<file path="src/rtl/eob_pkg.sv">
package eob_pkg;

  typedef enum logic [1:0] {
    FL_EMPTY = 2'b00,
    FL_ONE   = 2'b10,
    FL_FULL  = 2'b11
  } occ_flags_e;

  // flags seen by the CPU for a given number of held packets
  function automatic logic [1:0] flags_of(input logic [1:0] held, input logic dbl);
    if (held == 2'd0)      return FL_EMPTY;
    else if (held == 2'd1) return dbl ? FL_ONE : FL_FULL;
    else                   return FL_FULL;
  endfunction

  function automatic logic room_left(input logic [1:0] held, input logic dbl);
    return dbl ? (held != 2'd2) : (held == 2'd0);
  endfunction

endpackage

</file>
<file path="src/rtl/eob_region.sv">
module eob_region #(
  parameter int ADDR_W    = 11,
  parameter int SIZE_W    = 4,
  parameter int UNIT_LOG2 = 6,
  parameter int START_W   = ADDR_W - UNIT_LOG2,
  parameter int LEN_W     = SIZE_W + UNIT_LOG2 + 1
) (
  input  logic [START_W-1:0] start_units,
  input  logic [SIZE_W-1:0]  size_units,
  output logic [LEN_W-1:0]   half_bytes,
  output logic [ADDR_W-1:0]  base0,
  output logic [ADDR_W-1:0]  base1
);

  function automatic logic [LEN_W-1:0] span(input logic [SIZE_W-1:0] f);
    logic [LEN_W-1:0] units;
    units = (f == '0) ? LEN_W'(1 << SIZE_W) : LEN_W'(f);
    return units << UNIT_LOG2;
  endfunction

  function automatic logic [ADDR_W-1:0] origin(input logic [START_W-1:0] s);
    return ADDR_W'(s) << UNIT_LOG2;
  endfunction

  assign half_bytes = span(size_units);
  assign base0      = origin(start_units);
  assign base1      = base0 + ADDR_W'(half_bytes);

endmodule

</file>
<file path="src/rtl/eob_sie_side.sv">
module eob_sie_side #(
  parameter int ADDR_W = 11,
  parameter int LEN_W  = 11,
  parameter int MAXP_W = 11
) (
  input  logic              clk,
  input  logic              rst_n,
  input  logic              cont_eff,
  input  logic [MAXP_W-1:0] maxp,
  input  logic [LEN_W-1:0]  half_bytes,
  input  logic [ADDR_W-1:0] wr_base,
  input  logic              free,
  input  logic              byte_vld,
  input  logic [7:0]        byte_in,
  input  logic              pkt_end,
  input  logic              pkt_drop,
  output logic              ready,
  output logic              nak,
  output logic              ram_we,
  output logic [ADDR_W-1:0] ram_waddr,
  output logic [7:0]        ram_wdata,
  output logic              commit,
  output logic [LEN_W-1:0]  commit_len
);

  localparam int CNT_W = LEN_W + 1;
  localparam logic [CNT_W-1:0] CNT_MAX = '1;

  logic             in_pkt;
  logic             acc;
  logic [LEN_W-1:0] set_off;
  logic [CNT_W-1:0] pkt_bytes;
  logic [CNT_W-1:0] total;
  logic             accept_eff;
  logic             under_cap;
  logic             short_pkt;
  logic             set_done;

  function automatic logic [CNT_W-1:0] set_total(input logic [LEN_W-1:0] off,
                                                 input logic [CNT_W-1:0] n);
    return CNT_W'(off) + n;
  endfunction

  assign accept_eff = in_pkt ? acc : free;
  assign total      = set_total(set_off, pkt_bytes);
  assign under_cap  = total < CNT_W'(half_bytes);
  assign short_pkt  = pkt_bytes < CNT_W'(maxp);
  assign set_done   = !cont_eff || !under_cap || short_pkt;

  assign ready      = accept_eff;
  assign nak        = pkt_end && !accept_eff;
  assign commit     = pkt_end && accept_eff && set_done;
  assign commit_len = under_cap ? total[LEN_W-1:0] : half_bytes;

  assign ram_we     = byte_vld && accept_eff && under_cap;
  assign ram_waddr  = wr_base + ADDR_W'(total);
  assign ram_wdata  = byte_in;

  always_ff @(posedge clk or negedge rst_n) begin
    if (!rst_n) begin
      in_pkt    <= 1'b0;
      acc       <= 1'b0;
      set_off   <= '0;
      pkt_bytes <= '0;
    end else if (pkt_end || pkt_drop) begin
      in_pkt    <= 1'b0;
      pkt_bytes <= '0;
      if (commit)
        set_off <= '0;
      else if (pkt_end && accept_eff)
        set_off <= total[LEN_W-1:0];
    end else if (byte_vld) begin
      in_pkt <= 1'b1;
      if (!in_pkt) acc <= free;
      if (accept_eff && pkt_bytes != CNT_MAX)
        pkt_bytes <= pkt_bytes + CNT_W'(1);
    end
  end

  a_r12_drop_rewinds: assert property (@(posedge clk) disable iff (!rst_n)
    pkt_drop && !pkt_end |=> pkt_bytes == '0 && set_off == $past(set_off));

  a_r13_len_capped: assert property (@(posedge clk) disable iff (!rst_n)
    ram_we |-> total < CNT_W'(half_bytes));

endmodule

</file>
<file path="src/rtl/eob_occupancy.sv">
module eob_occupancy
  import eob_pkg::*;
#(
  parameter int LEN_W = 11
) (
  input  logic             clk,
  input  logic             rst_n,
  input  logic             dbl,
  input  logic             commit,
  input  logic [LEN_W-1:0] commit_len,
  input  logic             clr,
  output logic             free,
  output logic [1:0]       flags,
  output logic             wr_sel,
  output logic             rd_sel,
  output logic             rd_ok,
  output logic             clr_ok,
  output logic [LEN_W-1:0] rd_len
);

  localparam int HALVES = 2;

  logic [1:0]       held;
  logic             wr_h;
  logic             rd_h;
  logic [LEN_W-1:0] held_len [HALVES];

  assign free   = room_left(held, dbl);
  assign flags  = flags_of(held, dbl);
  assign rd_ok  = flags[1];
  assign clr_ok = clr && (held != 2'd0);
  assign wr_sel = dbl & wr_h;
  assign rd_sel = dbl & rd_h;
  assign rd_len = rd_ok ? held_len[rd_sel] : '0;

  always_ff @(posedge clk or negedge rst_n) begin
    if (!rst_n) begin
      held <= 2'd0;
      wr_h <= 1'b0;
      rd_h <= 1'b0;
    end else begin
      unique case ({commit, clr_ok})
        2'b10:   held <= held + 2'd1;
        2'b01:   held <= held - 2'd1;
        default: held <= held;
      endcase
      if (commit && dbl) wr_h <= ~wr_h;
      if (clr_ok && dbl) rd_h <= ~rd_h;
    end
  end

  for (genvar h = 0; h < HALVES; h++) begin : g_len
    always_ff @(posedge clk or negedge rst_n) begin
      if (!rst_n)
        held_len[h] <= '0;
      else if (commit && wr_sel == 1'(h))
        held_len[h] <= commit_len;
    end
  end

  a_r5_commit_needs_room: assert property (@(posedge clk) disable iff (!rst_n)
    commit |-> free);

  a_r3_single_depth: assert property (@(posedge clk) disable iff (!rst_n)
    !dbl |-> held <= 2'd1);

  a_r6_idle_clear: assert property (@(posedge clk) disable iff (!rst_n)
    clr && flags == 2'b00 && !commit |=> flags == 2'b00);

  a_r4_second_packet: assert property (@(posedge clk) disable iff (!rst_n)
    dbl && $stable(dbl) && commit && !clr_ok && flags == 2'b10 |=> flags == 2'b11);

endmodule

</file>
<file path="src/rtl/eob_cpu_port.sv">
module eob_cpu_port #(
  parameter int ADDR_W = 11,
  parameter int LEN_W  = 11
) (
  input  logic              clk,
  input  logic              rst_n,
  input  logic              rd_ok,
  input  logic              clr_ok,
  input  logic              cpu_rd,
  input  logic              cpu_word,
  input  logic [ADDR_W-1:0] rd_base,
  input  logic [15:0]       ram_rdata,
  output logic [ADDR_W-1:0] ram_raddr,
  output logic [15:0]       cpu_rd_data
);

  logic [LEN_W-1:0] rd_off;

  function automatic logic [LEN_W-1:0] stride(input logic word);
    return word ? LEN_W'(2) : LEN_W'(1);
  endfunction

  assign ram_raddr = rd_base + ADDR_W'(rd_off);

  always_comb begin
    if (!rd_ok)        cpu_rd_data = '0;
    else if (cpu_word) cpu_rd_data = ram_rdata;
    else               cpu_rd_data = {8'h00, ram_rdata[7:0]};
  end

  always_ff @(posedge clk or negedge rst_n) begin
    if (!rst_n)
      rd_off <= '0;
    else if (clr_ok)
      rd_off <= '0;
    else if (cpu_rd && rd_ok)
      rd_off <= rd_off + stride(cpu_word);
  end

  a_r8_gated_hold: assert property (@(posedge clk) disable iff (!rst_n)
    !rd_ok && !clr_ok |=> $stable(rd_off));

  a_r7_pointer_step: assert property (@(posedge clk) disable iff (!rst_n)
    cpu_rd && rd_ok && !clr_ok |=>
      rd_off == $past(rd_off) + ($past(cpu_word) ? LEN_W'(2) : LEN_W'(1)));

  a_r7_clear_rewinds: assert property (@(posedge clk) disable iff (!rst_n)
    clr_ok |=> rd_off == '0);

endmodule

</file>
<file path="src/rtl/usb_out_ep_buffer.sv">
module usb_out_ep_buffer #(
  parameter int ADDR_W    = 11,
  parameter int SIZE_W    = 4,
  parameter int UNIT_LOG2 = 6,
  parameter int MAXP_W    = 11,
  localparam int START_W  = ADDR_W - UNIT_LOG2,
  localparam int LEN_W    = SIZE_W + UNIT_LOG2 + 1
) (
  input  logic               clk,
  input  logic               rst_n,
  input  logic [START_W-1:0] cfg_start,
  input  logic [SIZE_W-1:0]  cfg_size,
  input  logic               cfg_double,
  input  logic               cfg_cont,
  input  logic               cfg_bulk,
  input  logic [MAXP_W-1:0]  cfg_maxp,
  input  logic               sie_byte_vld,
  input  logic [7:0]         sie_byte,
  input  logic               sie_pkt_end,
  input  logic               sie_pkt_drop,
  output logic               sie_ready,
  output logic               sie_nak,
  input  logic               cpu_rd,
  input  logic               cpu_word,
  output logic [15:0]        cpu_rd_data,
  input  logic               cpu_clr,
  output logic [1:0]         buf_flags,
  output logic [LEN_W-1:0]   buf_len,
  output logic               ram_we,
  output logic [ADDR_W-1:0]  ram_waddr,
  output logic [7:0]         ram_wdata,
  output logic [ADDR_W-1:0]  ram_raddr,
  input  logic [15:0]        ram_rdata
);

  logic [LEN_W-1:0]  half_bytes;
  logic [ADDR_W-1:0] base0, base1;
  logic              free, commit, clr_ok, rd_ok;
  logic              wr_sel, rd_sel;
  logic [LEN_W-1:0]  commit_len;
  logic              cont_eff;

  assign cont_eff = cfg_cont && cfg_bulk;

  eob_region #(
    .ADDR_W(ADDR_W), .SIZE_W(SIZE_W), .UNIT_LOG2(UNIT_LOG2),
    .START_W(START_W), .LEN_W(LEN_W)
  ) u_region (
    .start_units(cfg_start), .size_units(cfg_size),
    .half_bytes(half_bytes), .base0(base0), .base1(base1)
  );

  eob_sie_side #(.ADDR_W(ADDR_W), .LEN_W(LEN_W), .MAXP_W(MAXP_W)) u_sie (
    .clk(clk), .rst_n(rst_n), .cont_eff(cont_eff), .maxp(cfg_maxp),
    .half_bytes(half_bytes), .wr_base(wr_sel ? base1 : base0), .free(free),
    .byte_vld(sie_byte_vld), .byte_in(sie_byte), .pkt_end(sie_pkt_end),
    .pkt_drop(sie_pkt_drop), .ready(sie_ready), .nak(sie_nak),
    .ram_we(ram_we), .ram_waddr(ram_waddr), .ram_wdata(ram_wdata),
    .commit(commit), .commit_len(commit_len)
  );

  eob_occupancy #(.LEN_W(LEN_W)) u_occ (
    .clk(clk), .rst_n(rst_n), .dbl(cfg_double), .commit(commit),
    .commit_len(commit_len), .clr(cpu_clr), .free(free), .flags(buf_flags),
    .wr_sel(wr_sel), .rd_sel(rd_sel), .rd_ok(rd_ok), .clr_ok(clr_ok),
    .rd_len(buf_len)
  );

  eob_cpu_port #(.ADDR_W(ADDR_W), .LEN_W(LEN_W)) u_cpu (
    .clk(clk), .rst_n(rst_n), .rd_ok(rd_ok), .clr_ok(clr_ok),
    .cpu_rd(cpu_rd), .cpu_word(cpu_word), .rd_base(rd_sel ? base1 : base0),
    .ram_rdata(ram_rdata), .ram_raddr(ram_raddr), .cpu_rd_data(cpu_rd_data)
  );

  a_r5_refused_silent: assert property (@(posedge clk) disable iff (!rst_n)
    sie_nak |-> !commit);

endmodule

</file>
<file path="config.mk">
export PLATFORM = sky130hd
export DESIGN_NAME = usb_out_ep_buffer
export DESIGN_NICKNAME = d
export VERILOG_FILES = /design/src/rtl/eob_pkg.sv /design/src/rtl/eob_region.sv /design/src/rtl/eob_sie_side.sv /design/src/rtl/eob_occupancy.sv /design/src/rtl/eob_cpu_port.sv /design/src/rtl/usb_out_ep_buffer.sv
export SDC_FILE = /design/constraint.sdc
export NUM_CORES = 1
export LEC_CHECK = 0
export BUFFER_PORTS_ARGS = -buffer_cell sky130_fd_sc_hd__buf_2
export CAP_MARGIN = 20
export CORE_MARGIN = 2
export CORE_UTILIZATION = 55
export DETAILED_ROUTE_END_ITERATION = 7
export PLACE_DENSITY_LB_ADDON = 0.2
export SLEW_MARGIN = 20
export SYNTH_ARGS = -nofsm -noshare
export SYNTH_HDL_FRONTEND = slang
export SYNTH_SLANG_ARGS = --single-unit
</file>
<file path="constraint.sdc">
create_clock -name clk -period 6.75 [get_ports clk]
set_input_delay 2.025 -clock clk [delete_from_list [all_inputs] [get_ports clk]]
set_output_delay 2.025 -clock clk [all_outputs]
set_load 0.05 [all_outputs]
</file>
==> summary.txt <==
Run status
  • Run status: finished clean

STA
  • Worst Clk Skew: ~9 ps
  • Achievable Freq: between 0.15 and 0.2 GHz
  • Minimum clock period: 6590 ps
  • Final critical-path share of the clock period: 0.976
  • Fin. max-slew vios: 0
  • Hold Vio Cnt, Final: 0
  • Worst-margin pin slew: a little under 900 ps
  • Setup WS post-layout: ~160 ps
  • Final number of setup-violating endpoints: 0
  • RSZ-0062 raised after global routing: no
  • Slew margin rel.: 0.421
  • Final setup TNS: 0 ps

Global route
  • Global route overflow: 0
  • GRT Total Usage: 0.244
  • Number of global-route vias before repair: 4136
  • First-pass GRT wire length: around 19000 um
  • Initial antenna violation count: 0
  • Largest net degree at the start of global routing: 63

Finish
  • Post-Layout Cell Count: between 700 and 800
  • Ant diodes: 0
  • Layout cell share with drive strength beyond 1: 0.221
  • Net count reported at finish: between 700 and 800
  • Syn-to-layout area delta: 14.6%

Worst setup path
  • CP cell instances: buf_2, or4_1, ha_1, or2_2, a2111o_1, o211a_1, a31oi_1, and2_1, and3_1, clkbuf_4
  • Worst Setup Path Type: in2out
  • Reg-to-Reg Start: u_sie.pkt_bytes[0]
  • Crit path largest cell delay: between 500 and 600 ps
  • CP max FO: 4
  • CP arrival: approximately 4600 ps
  • Slack of the worst reg-to-reg path: between 2000 and 2500 ps
  • Cell type of the slowest stage on the worst timing path: or4_1
  • Worst R2R End: u_sie.set_off[7]
  • Type of origin of the critical path: primary input
  • FF-to-FF path depth: 18
  • Critical Path Sink Type: output port
  • Worst endpoint required time: between 4000 and 5000 ps

Power
  • Static Leak: between 2 and 3 nW
  • Power Density: between 200 and 300 mW/mm^2
  • Worst vdd ir: 0.000167 V
  • Tot Pwr: about 1.4 mW

Synthesis
  • Post-synth EDFFs: 0
  • Share of the synthesized area in the top cell type: 0.328
  • Synth Instances: around 540
  • Ys async rst share: 1.00
  • Synth Warn #: 0
  • Seq/Total Area, Yosys: 0.328
  • Yosys cell types: 57
  • Mapped cell area: around 0.0047 mm^2
  • Largest cells by area after synthesis: dfrtp_1 (33%), ha_1 (11%), nand2_1 (4.9%)
  • Syn avg cell area: 8.79 um^2
  • #FFs+latches synth: 62
  • Dominant synthesized flop cell: dfrtp_1
  • Post-synth top area cell: dfrtp_1
  • Synth top cells by count: dfrtp_1 (62), nand2_1 (62), nor2_1 (48)
  • Syn nets: 639

Placed design
  • Port-buffer cells: 100
  • DPL Wire Length: between 8000 and 9000 um
  • Pre-CTS setup slack: ~130 ps
  • GPL Wtd Cong: slightly below 0.9
  • Placed Cells incl. Taps: about 720

Clocking
  • CTS tree: yes
  • Count of clock tree sinks: a little over 60
  • CTS Buf Count: 9
  • CTS H-Tree Depth: 3
  • CTS Buffer Depth: 2
  • Hold buffers post-CTS: 0
  • Clock root buffer: clkbuf_8
  • Clock Latency Late Sink: 350 ps
  • Clock slew at reported path FFs: roughly 70 ps

Floorplanning
  • # IOs: between 100 and 150
  • Die ar.: roughly 0.0094 mm^2
  • Die Height: approximately 97 um
  • Area of the core: just over 0.008 mm^2
  • Die width: just under 100 um
  • Row count: 33
  • Initial core utilization: 0.573

Routing
  • Via total after detailed routing: roughly 4.2k
  • Routed WL per cell: 15.2 um
  • Met3 WL post-DR: 560 um
  • Max Used Layer: met4
  • Post-Route WL: 11200 um
  • Vias per inst: about 5.7
  • Final antenna-violating net count: 0
  • Iter 0 DRT Violations: between 200 and 250
  • DR pass1 iterations: 5
  • M1 WL: approximately 5000 um
  • Met2 wire length: approximately 5500 um
  • DRC: 0

Worst hold path
  • Hold_sp: u_occ.rd_h
  • Sink of the worst hold path: u_occ.rd_h
  • Hold Path Depth: 1
  • Hold Path Class: reg2reg

Run
  • Maxcap violations: 0
[through the flow]
| step | utilization | hold WS, ps | cell area, um^2 |
|---|---|---|---|
| after global placement | 0.629 | 465 | 5200 |
| final | 0.656 | 492 | 5420 |
| after CTS | 0.654 | 490 | 5400 |
| after detailed placement | 0.629 | 475 | 5200 |
| after floorplan | - | 445 | 4730 |
| after global routing | 0.656 | 506 | 5420 |
[placed cells by master (no fill, tap or decap), types with 6 or more instances in the layout]
master,count
nor3_1,9
dfrtp_1,61
nand2_1,62
o21ai_0,19
buf_2,98
nand3_1,13
nor2_1,48
a21oi_1,30
buf_4,10
ha_1,41
xor2_1,14
a211o_1,6
xnor2_1,25
clkbuf_8,9
and3_1,20
a21o_1,8
nor2b_1,16
inv_1,35
a22o_1,23
and2_1,6
o21a_1,6
[metal layers]
metal  global-route usage  up-vias
met5                    0        -
met3               0.0448       14
met2                0.416      121
met4               0.0888        0
met1                0.309     1991
li1                     -     2036
[worst max-delay path by stage]
stage | from | to | slack, ps
6_report | cfg_size[1] | ram_we | 160
5_1_grt | cfg_start[0] | ram_waddr[10] | 9
4_1_cts | u_sie.pkt_bytes[0] | ram_we | 100
3_5_place_dp | cfg_size[1] | ram_we | 130
3_3_place_gp | cfg_size[1] | ram_we | 170
2_1_floorplan | cfg_start[0] | ram_waddr[10] | 80
[cell families after synthesis]
family / after synthesis / share of synthesized area
AOI/OAI and AO/OA: 121 / 0.182
xor gates and xnor gates: 40 / 0.0757
adders and majority gates: 46 / 0.130
buffers and inverters: 69 / 0.0752
DFF: 62 / 0.328
muxes: 6 / 0.0135
and+or+nand+nor: 194 / 0.196
[what timing repair did]
item                       in CTS  in global routing
hold endpoints to repair        0                  0
setup endpoints to repair       0                  2
setup buffers                   0                  1
gates resized for setup         0                  4
[power breakdown]
group	switching [mW]	internal (mW)
Combinational	0.465	0.172
Sequential	0.0266	0.405
Clock	0.168	0.176
[worst max-delay path, delay by kind of cell]
family	cells	cell delay (ps)
adder cells (fa/ha/maj)	1	240
AO/OA/AOI/OAI	3	680
buffers and inverters	2	370
AND/OR/NAND/NOR	4	1250
[state kept, by name, summed over array words and instances (netlist names)]
register         count
u_sie.set_off       11
u_cpu.rd_off        11
u_occ.wr_h           1
u_occ.held_len      22
u_occ.held           2
u_sie.pkt_bytes     12
u_sie.acc            1
u_occ.rd_h           1
u_sie.in_pkt         1
[layout make-up]
class                      instances  area [um^2]
inverter                          35          131
fill                             708         2840
clock inverter                     7         82.6
clock buffer                       9          124
tap                              105          131
sequential                        62         1550
multi-input combinational        407         2820
timing repair buffer             109          573
Power figures use the tool's default switching activity.
